--- src/rtl/lws_pkg.sv ---
package lws_pkg;
  localparam int START_W = 8;
  localparam int WIDTH_W = 5;

  typedef struct packed {
    logic [START_W-1:0] start;
    logic [WIDTH_W-1:0] width;
  } win_cfg_t;
endpackage

--- src/rtl/lws_phase.sv ---
module lws_phase #(
  parameter int HALF_W = 8
) (
  input  logic              clk,
  input  logic              rst,
  input  logic              run,
  input  logic [HALF_W-1:0] half_cycles,
  output logic              half_end
);
  logic [HALF_W-1:0] cnt_q;

  // a zero setting behaves like one
  assign half_end = run && (({1'b0, cnt_q} + 1'b1) >= {1'b0, half_cycles});

  always_ff @(posedge clk) begin
    if (rst || !run || half_end) cnt_q <= '0;
    else                         cnt_q <= cnt_q + 1'b1;
  end
endmodule

--- src/rtl/lws_window.sv ---
module lws_window
  import lws_pkg::*;
#(
  parameter int REM_W = 11
) (
  input  logic [REM_W-1:0] rem,
  input  win_cfg_t         cfg,
  output logic             hit
);
  localparam int CW = ((REM_W > START_W) ? REM_W : START_W) + 1;

  logic [CW-1:0] r, s, w;

  always_comb begin
    r   = CW'(rem);
    s   = CW'(cfg.start);
    w   = CW'(cfg.width);
    hit = (r >= s) && ((r - s) < w);
  end
endmodule

--- src/rtl/latch_window_shifter.sv ---
module latch_window_shifter
  import lws_pkg::*;
#(
  parameter int LEN_W  = 8,
  parameter int HALF_W = 8
) (
  input  logic               clk,
  input  logic               rst,
  input  logic [7:0]         in_data,
  input  logic               in_valid,
  output logic               in_ready,
  input  logic [LEN_W-1:0]   frame_bytes,
  input  logic [START_W-1:0] win_start,
  input  logic [WIDTH_W-1:0] win_width,
  input  logic [HALF_W-1:0]  half_cycles,
  output logic               ser_clk,
  output logic               ser_data,
  output logic               ser_latch,
  output logic               frame_done
);
  localparam int REM_W = LEN_W + 3;

  logic             busy_q, in_frame_q;
  logic             sclk_q, sdata_q, latch_q, done_q;
  logic [6:0]       shreg_q;
  logic [2:0]       bitcnt_q;
  logic [REM_W-1:0] rem_q;
  win_cfg_t         cfg_q;

  logic             half_end, byte_end, take, new_frame, next_hit;
  logic [REM_W-1:0] start_rem, next_rem;
  win_cfg_t         next_cfg;

  lws_phase #(.HALF_W(HALF_W)) u_phase (
    .clk(clk), .rst(rst), .run(busy_q),
    .half_cycles(half_cycles), .half_end(half_end)
  );

  // end of the high half of a byte's last bit
  assign byte_end  = busy_q && sclk_q && half_end && (bitcnt_q == 3'd0);
  assign in_ready  = !rst && (!busy_q || byte_end);
  assign take      = in_ready && in_valid;
  assign new_frame = !in_frame_q || (byte_end && (rem_q == '0));
  assign start_rem = {frame_bytes, 3'b000} - 1'b1;

  always_comb begin
    next_rem = rem_q - 1'b1;
    next_cfg = cfg_q;
    if (take && new_frame) begin
      next_rem = start_rem;
      next_cfg = '{start: win_start, width: win_width};
    end
  end

  lws_window #(.REM_W(REM_W)) u_window (
    .rem(next_rem), .cfg(next_cfg), .hit(next_hit)
  );

  always_ff @(posedge clk) begin
    if (rst) begin
      busy_q     <= 1'b0;
      in_frame_q <= 1'b0;
      sclk_q     <= 1'b0;
      sdata_q    <= 1'b0;
      latch_q    <= 1'b0;
      done_q     <= 1'b0;
      shreg_q    <= '0;
      bitcnt_q   <= '0;
      rem_q      <= '0;
      cfg_q      <= '0;
    end else begin
      done_q <= 1'b0;
      if (take) begin
        busy_q     <= 1'b1;
        in_frame_q <= 1'b1;
        sclk_q     <= 1'b0;
        sdata_q    <= in_data[7];
        shreg_q    <= in_data[6:0];
        bitcnt_q   <= 3'd7;
        rem_q      <= next_rem;
        cfg_q      <= next_cfg;
        latch_q    <= next_hit;
        if (byte_end && (rem_q == '0)) done_q <= 1'b1;
      end else if (busy_q && half_end) begin
        if (!sclk_q) begin
          sclk_q <= 1'b1;
        end else begin
          sclk_q <= 1'b0;
          if (bitcnt_q != 3'd0) begin
            sdata_q  <= shreg_q[6];
            shreg_q  <= {shreg_q[5:0], 1'b0};
            bitcnt_q <= bitcnt_q - 1'b1;
            rem_q    <= next_rem;
            latch_q  <= next_hit;
          end else begin
            // byte finished with nothing offered: park
            busy_q  <= 1'b0;
            sdata_q <= 1'b0;
            latch_q <= 1'b0;
            if (rem_q == '0) begin
              done_q     <= 1'b1;
              in_frame_q <= 1'b0;
            end
          end
        end
      end
    end
  end

  assign ser_clk    = sclk_q;
  assign ser_data   = sdata_q;
  assign ser_latch  = latch_q;
  assign frame_done = done_q;

  p_edge_stable_r2: assert property (@(posedge clk) disable iff (rst)
    $rose(ser_clk) |-> ($stable(ser_data) && $stable(ser_latch)));

  p_take_low_r6: assert property (@(posedge clk) disable iff (rst)
    (in_valid && in_ready) |=> (!ser_clk && busy_q));

  p_park_quiet_r7: assert property (@(posedge clk) disable iff (rst)
    !busy_q |-> (!ser_clk && !ser_latch));

  p_done_pulse_r8: assert property (@(posedge clk) disable iff (rst)
    frame_done |=> !frame_done);

  p_done_clk_low_r8: assert property (@(posedge clk) disable iff (rst)
    frame_done |-> !ser_clk);
endmodule

--- config.mk ---
export PLATFORM = sky130hd
export DESIGN_NAME = latch_window_shifter
export DESIGN_NICKNAME = d
export VERILOG_FILES = /design/src/rtl/lws_pkg.sv /design/src/rtl/lws_phase.sv /design/src/rtl/lws_window.sv /design/src/rtl/latch_window_shifter.sv
export SDC_FILE = /design/constraint.sdc
export NUM_CORES = 1
export LEC_CHECK = 0
export ABC_AREA = 1
export BUFFER_PORTS_ARGS = -buffer_cell sky130_fd_sc_hd__buf_4
export CORE_MARGIN = 2
export CORE_UTILIZATION = 30
export CTS_CLUSTER_SIZE = 10
export DETAILED_ROUTE_END_ITERATION = 8
export GPL_TIMING_DRIVEN = 0
export SYNTH_ARGS = -nofsm -noshare
export SYNTH_HDL_FRONTEND = slang
export SYNTH_SLANG_ARGS = --single-unit
--- constraint.sdc ---
create_clock -name clk -period 4.3 [get_ports clk]
set_input_delay 0.215 -clock clk [delete_from_list [all_inputs] [get_ports clk]]
set_output_delay 0.215 -clock clk [all_outputs]
set_load 0.005 [all_outputs]
==> results.md, run 1 <==
- The flow ran to the end, but the final reports show violations.
- The checks that failed: setup timing.
- Once placement completed, the tool counted placed cells totaling 627.
- Counting along the longest clock path gives a buffer depth of 2.
- The adder-cell area share of the yosys netlist is 10.2%.
- The leading area contributor after synthesis is sky130_fd_sc_hd__dfxtp_1.
- For this design, the slowest cell found on the critical path is sky130_fd_sc_hd__fa_2.
- After synthesis, the largest family of logic cells by area is simple AND/OR/NAND/NOR gates.
- The number of sinks handled by clock tree synthesis is 48.
- Of the post-synthesis cell area, the part taken by muxes is 2.87%.
- The total DRC errors in the routed layout is 0.
- The first-pass detailed-route iteration total is 5.
- Setup repair after global routing could not meet its margin everywhere.
- The number of distinct library cells after synthesis is 39.
- The core occupancy in the finished layout is 39.4%.
- After clock tree synthesis, the flow added hold-fix buffers numbering 0.
- The number of failing setup endpoints in the final timing report is 1.
- The iteration-0 DRC count of the detailed router is 116.
- The power per unit of standard cell area is 320 mW/mm^2.
- The count of input and output buffers is 44.
- On the final layout, the worst clock skew is 0.00950 ns.
- A synthesized cell averages 7.03 um^2.
- The category of the critical setup timing path is flip-flop to flip-flop.
- The vias after detailed routing is 2936.
- Of the synthesized area, sequential elements account for 30.6%.
- The data arrival time of the critical path is 4.70 ns.
- Prior to clock tree synthesis, the placed netlist has a worst setup slack of -0.642 ns.
- Counting every net in the synthesized netlist gives 512.
- TritonCTS built the clock tree.
- After Yosys synthesis, and, or, nand and nor cells account for 27.9% of the synthesized area.
- Across the VDD grid, the largest voltage drop is 0.187 mV.
- The reported leakage power is 2.06 nW.
- The hold violation total from the final report is 0.
- The detailed-route wire length is 7.57 mm.
- The peak per-stage delay on the critical path is 0.40 ns.
- The library cell used most frequently in the layout, excluding fill and tap cells, is sky130_fd_sc_hd__nand2_1.
- The post-route netlist has 25.0% of its cells at a drive strength greater than 1.
- The post-synthesis share of cell area spent on xor and xnor gates is 4.74%.
- The number of vias per cell after detailed routing is 4.50.
- The clock-pin slew on the worst setup and hold paths is 0.10 ns.
- The top cell types in the final layout, fill and taps aside, are sky130_fd_sc_hd__nand2_1 (91), sky130_fd_sc_hd__inv_1 (78), sky130_fd_sc_hd__buf_4 (62).
- The cell count after synthesis is 447.
- The HPWL after detailed placement is 5.92 mm.
- During I/O placement, the number of pins put on the boundary was 45.
- The worst relative slew slack is 59.5%.
- The H-tree depth is 2.
- The via count of the first global-routing pass is 2981.
- The die span in x is 106 um.
- The detail route stage leaves a number of antenna-violating nets equal to 0.
- Ranked by total cell area, the synthesized netlist is headed by sky130_fd_sc_hd__dfxtp_1 (31%), sky130_fd_sc_hd__nand2_1 (12%), sky130_fd_sc_hd__inv_1 (9.7%).
- The starting utilization of the core area is 30.7%.
- STA classifies the critical path startpoint as a flip-flop.
- The transition at the pin with the smallest max-transition slack is 0.607 ns.
- Static timing analysis puts the maximum clock frequency at 0.225 GHz.
- The antenna cell count is 0.
- After layout, the worst path uses 104% of the clock period.
- The total negative setup slack is -0.153 ns.
- Summing every instance area after synthesis gives 0.00314 mm^2.
- The die covers 0.0113 mm^2.
- The number of pins exceeding their max-slew limit in the final report is 0.
- Summed over its instances, the top area cell type makes up 30.6% of the synthesized netlist area.
- The required time of the critical path is 4.54 ns.
- For this run, the total global-route usage over all layers was measured as 14.3%.
- The relative area change from synthesis to final layout is 28.1%.
- The first-pass GRT wire length is 13.1 mm.
- The average wire length per cell after detail routing is 11.6 um.
- The post-layout worst setup margin is -0.153 ns.
- CTS placed an instance of sky130_fd_sc_hd__clkbuf_8 at the clock tree root.
- The tightest min-delay check is of the input pin to flip-flop type.
- In the synthesized netlist the dominant register cell turns out to be sky130_fd_sc_hd__dfxtp_1.
- The final-layout worst hold slack is 0.121 ns.
- The synthesized netlist devotes 11.9% of its cell area to compound gates.
- Across the run, the number of max-cap violations was 0.
- For flop-to-flop paths, the worst setup slack is -0.15 ns.
- The insertion delay of the later-clocked pin in the worst-skew pair is 0.31 ns.
- The net count of the finished layout is 580.
- The global placer's final weighted congestion is 0.848.
- The global route total overflow is 0.
- STA classifies the critical path endpoint as a flip-flop.
- The number of flops mapped to enable cells by yosys is 0.
- The post-layout minimum cycle time is 4.45 ns.
- The highest net fanout along the worst path is 6.
- The largest net degree at the start of global routing is 17.
- The number of buffers created by CTS is 5.
- The yosys synthesis warning count is 0.
- The region available for standard cell placement spans 0.0102 mm^2.
- The initial antenna violation count is 0.
- The number of inserted filler cells in the final layout is 1072.
- The die span in y is 106 um.
- After synthesis, the share of flip-flops with an asynchronous set or reset is 0%.
- The finished layout holds 652 standard cells, fillers aside.
- The number of synthesized register bits is 48.
- The floorplan has 37 rows.
==> timing repair <==
| action | in CTS | in global routing |
|---|---|---|
| pin swaps | 15 | 15 |
| resized for setup | 23 | 9 |
| setup endpoints to repair | 1 | 1 |
| buffers inserted | 12 | 6 |
==> cell type report <==
cell class                      count  area, um^2  area share (%)
Multi-Input combinational cell    305        1920            47.7
Inverter                           84         315            7.83
Clock buffer                        5        68.8            1.71
Tap cell                          136         170            4.23
Clock inverter                      3        47.5            1.18
Timing Repair Buffer               62         465            11.6
Sequential cell                    48         966            24.0
Buffer                              9        71.3            1.77
==> path summary, 6_finish.rpt <==
kind,startpoint,end,cells past startpoint
worst max-delay path,u_phase.cnt_q[0]$_SDFF_PP0_,ser_latch$_SDFFE_PP0P_,34
worst min-delay path,rst,bitcnt_q[1]$_SDFFE_PP0P_,2
worst max register to register,u_phase.cnt_q[0]$_SDFF_PP0_,ser_latch$_SDFFE_PP0P_,34
worst min register to register,bitcnt_q[0]$_SDFFE_PP0P_,bitcnt_q[0]$_SDFFE_PP0P_,1
==> power breakdown <==
part,leakage [nW],total [mW],switching [mW],internal [mW]
Sequential,0.393,0.479,0.0139,0.465
Combinational,1.61,0.470,0.269,0.202
Clock,0.0583,0.340,0.164,0.175
==> cell usage after synthesis, types with 2 or more instances <==
| cell type | n |
|---|---|
| sky130_fd_sc_hd__nand3b_1 | 3 |
| sky130_fd_sc_hd__dfxtp_1 | 48 |
| sky130_fd_sc_hd__xnor2_1 | 3 |
| sky130_fd_sc_hd__a31oi_1 | 8 |
| sky130_fd_sc_hd__nor3_1 | 8 |
| sky130_fd_sc_hd__nand4_1 | 3 |
| sky130_fd_sc_hd__a21oi_2 | 2 |
| sky130_fd_sc_hd__buf_6 | 2 |
| sky130_fd_sc_hd__nand4_2 | 2 |
| sky130_fd_sc_hd__inv_1 | 81 |
| sky130_fd_sc_hd__xor2_1 | 14 |
| sky130_fd_sc_hd__nand2_1 | 98 |
| sky130_fd_sc_hd__o21ai_0 | 14 |
| sky130_fd_sc_hd__clkinv_1 | 2 |
| sky130_fd_sc_hd__nor2_1 | 42 |
| sky130_fd_sc_hd__o21ai_2 | 2 |
| sky130_fd_sc_hd__or2_2 | 2 |
| sky130_fd_sc_hd__nand2_2 | 8 |
| sky130_fd_sc_hd__buf_2 | 4 |
| sky130_fd_sc_hd__a21oi_1 | 12 |
| sky130_fd_sc_hd__mux2i_1 | 9 |
| sky130_fd_sc_hd__nand3_1 | 20 |
| sky130_fd_sc_hd__o211ai_1 | 12 |
| sky130_fd_sc_hd__o21ai_1 | 4 |
| sky130_fd_sc_hd__clkbuf_1 | 4 |
| sky130_fd_sc_hd__ha_1 | 24 |
| sky130_fd_sc_hd__nor2_2 | 4 |
==> stage by stage <==
stage | power (mW) | cell area, um^2
floorplan | 0.797 | 3180
global placement | 0.897 | 3680
detailed placement | 0.907 | 3680
CTS | 1.29 | 3960
global route | 1.39 | 4030
finish | 1.29 | 4030
==> worst max-delay path: cells and delay by family, from the launching register on <==
family / cells / cell delay, ns
XOR/XNOR: 1 / 0.15
adder cells (fa/ha/maj): 5 / 1.30
buffers and inverters: 2 / 0.21
AND/OR/NAND/NOR: 21 / 1.71
flip-flops: 1 / 0.37
AO/OA/AOI/OAI: 5 / 0.64
==> layer usage <==
| layer | global-route usage, % | wire length, um | vias up |
|---|---|---|---|
| met5 | 0 | 0 | - |
| met4 | 4.23 | 153 | 0 |
| met3 | 2.70 | 365 | 8 |
| met2 | 24.4 | 3430 | 60 |
| met1 | 18.4 | 3620 | 1310 |
| li1 | - | - | 1558 |
==> registers in the layout (all words and copies together), names as in the netlist, named ones only <==
register,cells
in_frame_q,1
cfg_q,12
busy_q,1
ser_clk,1
ser_latch,1
bitcnt_q,3
shreg_q,7
frame_done,1
rem_q,11
ser_data,1
u_phase.cnt_q,8
==> cells by family (layout without fill, tap and decap cells) <==
kind of cell / after synthesis / in the layout
XOR/XNOR: 17 / 17
flip-flops: 48 / 48
adder cells (fa/ha/maj): 25 / 25
multiplexers: 9 / 9
buffers and inverters: 94 / 163
AND/OR/NAND/NOR: 195 / 195
AO/OA/AOI/OAI: 59 / 59
Power figures use the tool's default switching activity.
==> run 2: changes to the inputs <==
--- a/config.mk
+++ b/config.mk
@@ -7,7 +7,7 @@
 export LEC_CHECK = 0
 export ABC_AREA = 1
 export BUFFER_PORTS_ARGS = -buffer_cell sky130_fd_sc_hd__buf_4
-export CORE_MARGIN = 2
+export CORE_MARGIN = 1
 export CORE_UTILIZATION = 30
 export CTS_CLUSTER_SIZE = 10
 export DETAILED_ROUTE_END_ITERATION = 8
==> run 2 against run 1 <==
Effect of this change: largest cell class unchanged; power increased by 7.5%; highest routed layer unchanged; count of clock-buffer cells in the layout is the same; the flow still finishes with violations (setup timing); clock skew is 0.00052 ns lower; critical path type unchanged; critical path depth up 1; non-clock buffer count increased by 6; first-iteration DRC count grew 45%.
==> results.md, run 2 (synthesis gave the netlist of run 1 again) <==
- Top library cells by usage in the layout, fill and taps aside: sky130_fd_sc_hd__nand2_1 (91), sky130_fd_sc_hd__inv_1 (76), sky130_fd_sc_hd__buf_4 (67) (was sky130_fd_sc_hd__nand2_1 (91), sky130_fd_sc_hd__inv_1 (78), sky130_fd_sc_hd__buf_4 (62)).
- The maximum root-to-sink buffer count is 2 (unchanged).
- The antenna cell count is 0 (unchanged).
- The fraction of the cycle the final worst path needs is 103% (was 104%).
- The vias after detailed routing is 2987 (was 2936).
- The die span in y came to 104 um (was 106 um).
- Failing checks: setup timing (unchanged).
- The via count of the first global-routing pass is 2863 (was 2981).
- The number of placement rows came to 36 (was 37).
- The initial antenna violation count is 0 (unchanged).
- The clock tree from TritonCTS is done (unchanged).
- The average wire length per cell after detail routing is 12.0 um (was 11.6 um).
- The post-layout worst setup margin is -0.117 ns (was -0.153 ns).
- Status: finished with violations (unchanged).
- The clock-pin slew on the worst setup and hold paths came to 0.10 ns (about the same).
- The number of max-cap violations is 0 (unchanged).
- The worst hold path class is input pin to flip-flop (unchanged).
- The non-filler instance count after layout is 655 (was 652).
- The hold violation total from the final report is 0 (unchanged).
- The number of failing setup endpoints in the final timing report is 1 (unchanged).
- The iteration-0 DRC count of the detailed router was 168 (was 116).
- The count of buffer and inverter cells on the critical path is 3 (was 2).
- The transition at the pin with the smallest max-transition slack was 0.701 ns (was 0.607 ns).
- The die footprint came to 0.0109 mm^2 (was 0.0113 mm^2).
- The reported leakage power is 2.12 nW (was 2.06 nW).
- The total DRC errors in the routed layout is 0 (unchanged).
- The global route total overflow is 0 (unchanged).
- The number of nets with antenna violations after routing is 0 (unchanged).
- The fraction of final layout cells with drive strength greater than 1 came to 27.2% (was 25.0%).
- The first-pass detailed-route iteration total is 4 (was 5).
- The combined global-route utilization of all metal layers is 14.8% (was 14.3%).
- The total number of nets in the final design is 586 (was 580).
- The placed standard-cell area is 0.00368 mm^2 (about the same).
- The category of the critical setup timing path is flip-flop to flip-flop (unchanged).
- The power per unit of standard cell area was 334 mW/mm^2 (was 320 mW/mm^2).
- The insertion delay of the later-clocked pin in the worst-skew pair is 0.31 ns (about the same).
- The relative area change from synthesis to final layout is 31.9% (was 28.1%).
- Setup repair after global routing missed its margin: true (unchanged).
- The capturing element type of the critical path is a flip-flop (unchanged).
- The peak ir drop on the vdd network is 0.158 mV (was 0.187 mV).
- The detailed-route wire length was 7.88 mm (was 7.57 mm).
- The post-placement cell count was 624 (was 627).
- The critical path's slowest cell was sky130_fd_sc_hd__fa_2 (unchanged).
- The post-layout minimum cycle time was 4.42 ns (was 4.45 ns).
- The worst relative slew slack is 53.3% (was 59.5%).
- The H-tree depth is 2 (unchanged).
- The HPWL after detailed placement is 5.99 mm (was 5.92 mm).
- The peak per-stage delay on the critical path was 0.40 ns (about the same).
- The cell chosen for the clock root is sky130_fd_sc_hd__clkbuf_8 (unchanged).
- The data arrival time of the critical path is 4.65 ns (was 4.70 ns).
- The most common cell after layout, fill and taps aside was sky130_fd_sc_hd__nand2_1 (unchanged).
- The number of flip-flops under the largest register name is 12 (unchanged).
- The count of input and output buffers was 44 (unchanged).
- Largest regs: cfg_q x12, rem_q x11, u_phase.cnt_q x8 (unchanged).
- The number of pins exceeding their max-slew limit in the final report is 0 (unchanged).
- The number of inserted filler cells in the final layout is 1012 (was 1072).
- The highest net fanout along the worst path is 6 (unchanged).
- The largest delay contributor family on the critical path was simple AND/OR/NAND/NOR gates (unchanged).
- The achievable frequency was 0.226 GHz (was 0.225 GHz).
- The largest net degree at the start of global routing is 17 (unchanged).
- The first-pass GRT wire length is 13.1 mm (about the same).
- The required time of the critical path is 4.53 ns (was 4.54 ns).
- The number of sinks handled by clock tree synthesis was 48 (unchanged).
- The cts-stage hold buffer count was 0 (unchanged).
- The number of vias per cell after detailed routing is 4.56 (was 4.50).
- The most numerous cell type found on the critical path is sky130_fd_sc_hd__nand2_1.
- The die span in x is 104 um (was 106 um).
- The number of buffers created by CTS is 5 (unchanged).
- The clock skew is 0.00897 ns (was 0.00950 ns).
- The critical path startpoint category is a flip-flop (unchanged).
- The cell area after layout is 0.00415 mm^2 (was 0.00403 mm^2).
- The starting utilization of the core area was 31.6% (was 30.7%).
- The floorplan core area is 0.00995 mm^2 (was 0.0102 mm^2).
- The top register by number of flip-flops is cfg_q (unchanged).
- The global placer's final weighted congestion was 0.830 (was 0.848).
- The number of top-level pins was 45 (unchanged).
run 2: cell types whose count changed in the layout (fill, tap and decap cells not counted), sizes merged:
| cell | previous run | this run |
|---|---|---|
| buf | 67 | 73 |
| bufinv | 1 | 2 |
| clkinv | 4 | 2 |
| clkinvlp | 0 | 1 |
run 2: metal layers:
layer / track usage, % / up-vias / share of wire [%]
li1: - / 1570 / -
met1: 18.7 / 1360 / 48
met2: 26.3 / 50 / 48
met3: 2.19 / 7 / 3.4
met4: 3.37 / 0 / 1.0
met5: 0 / - / 0
run 2: area by class of cell:
type                            instances  area, um^2  share of cell area (%)
Multi-Input combinational cell        305        1970                    47.5
Clock buffer                            5        68.8                    1.66
Clock inverter                          3        68.8                    1.66
Tap cell                              133         166                    4.01
Buffer                                  9        71.3                    1.72
Sequential cell                        48         967                    23.3
Timing Repair Buffer                   68         514                    12.4
Inverter                               84         319                    7.70
run 2: worst paths after layout:
check	start	to	slack (ns)	cells past startpoint
hold reg to reg	shreg_q[0]$_SDFFE_PP0P_	shreg_q[0]$_SDFFE_PP0P_	0.47	2
setup reg to reg	u_phase.cnt_q[0]$_SDFF_PP0_	ser_latch$_SDFFE_PP0P_	-0.12	35
setup / recovery	u_phase.cnt_q[0]$_SDFF_PP0_	ser_latch$_SDFFE_PP0P_	-0.12	35
hold / removal	rst	bitcnt_q[1]$_SDFFE_PP0P_	0.14	2
run 2: timing repair:
action                                  in CTS  in global routing
endpoints found under the setup margin       1                  1
gates resized for setup                     26                 19
pin swaps                                   18                 24
buffers inserted                            16                  8
cloned                                       0                  0
run 2: metrics by stage:
stage	hold slack, ns	util [%]	power [mW]	setup slack [ns]	TNS (ns)
after global routing	0.140	41.6	1.47	-0.472	-0.472
final	0.140	41.6	1.39	-0.117	-0.117
after floorplan	0.294	-	0.797	0.00354	0
after global placement	0.440	36.9	0.898	-0.653	-0.653
after CTS	0.131	40.4	1.37	-0.0568	-0.0568
after detailed placement	0.455	36.9	0.910	-0.757	-0.757
run 2: power by group:
part	internal, mW	switching [mW]	leakage, nW
combinational	0.221	0.281	1.66
clock	0.234	0.169	0.0687
sequential	0.465	0.0145	0.394
total	0.921	0.465	2.12
run 2: worst register-to-register path: cells and delay by family, from the launching register on:
kind,cells,cell delay (ns)
AND/OR/NAND/NOR,21,1.59
adder cells (fa/ha/maj),5,1.33
AO/OA/AOI/OAI,5,0.58
flip-flops,1,0.37
buffers and inverters,3,0.30
XOR/XNOR,1,0.16
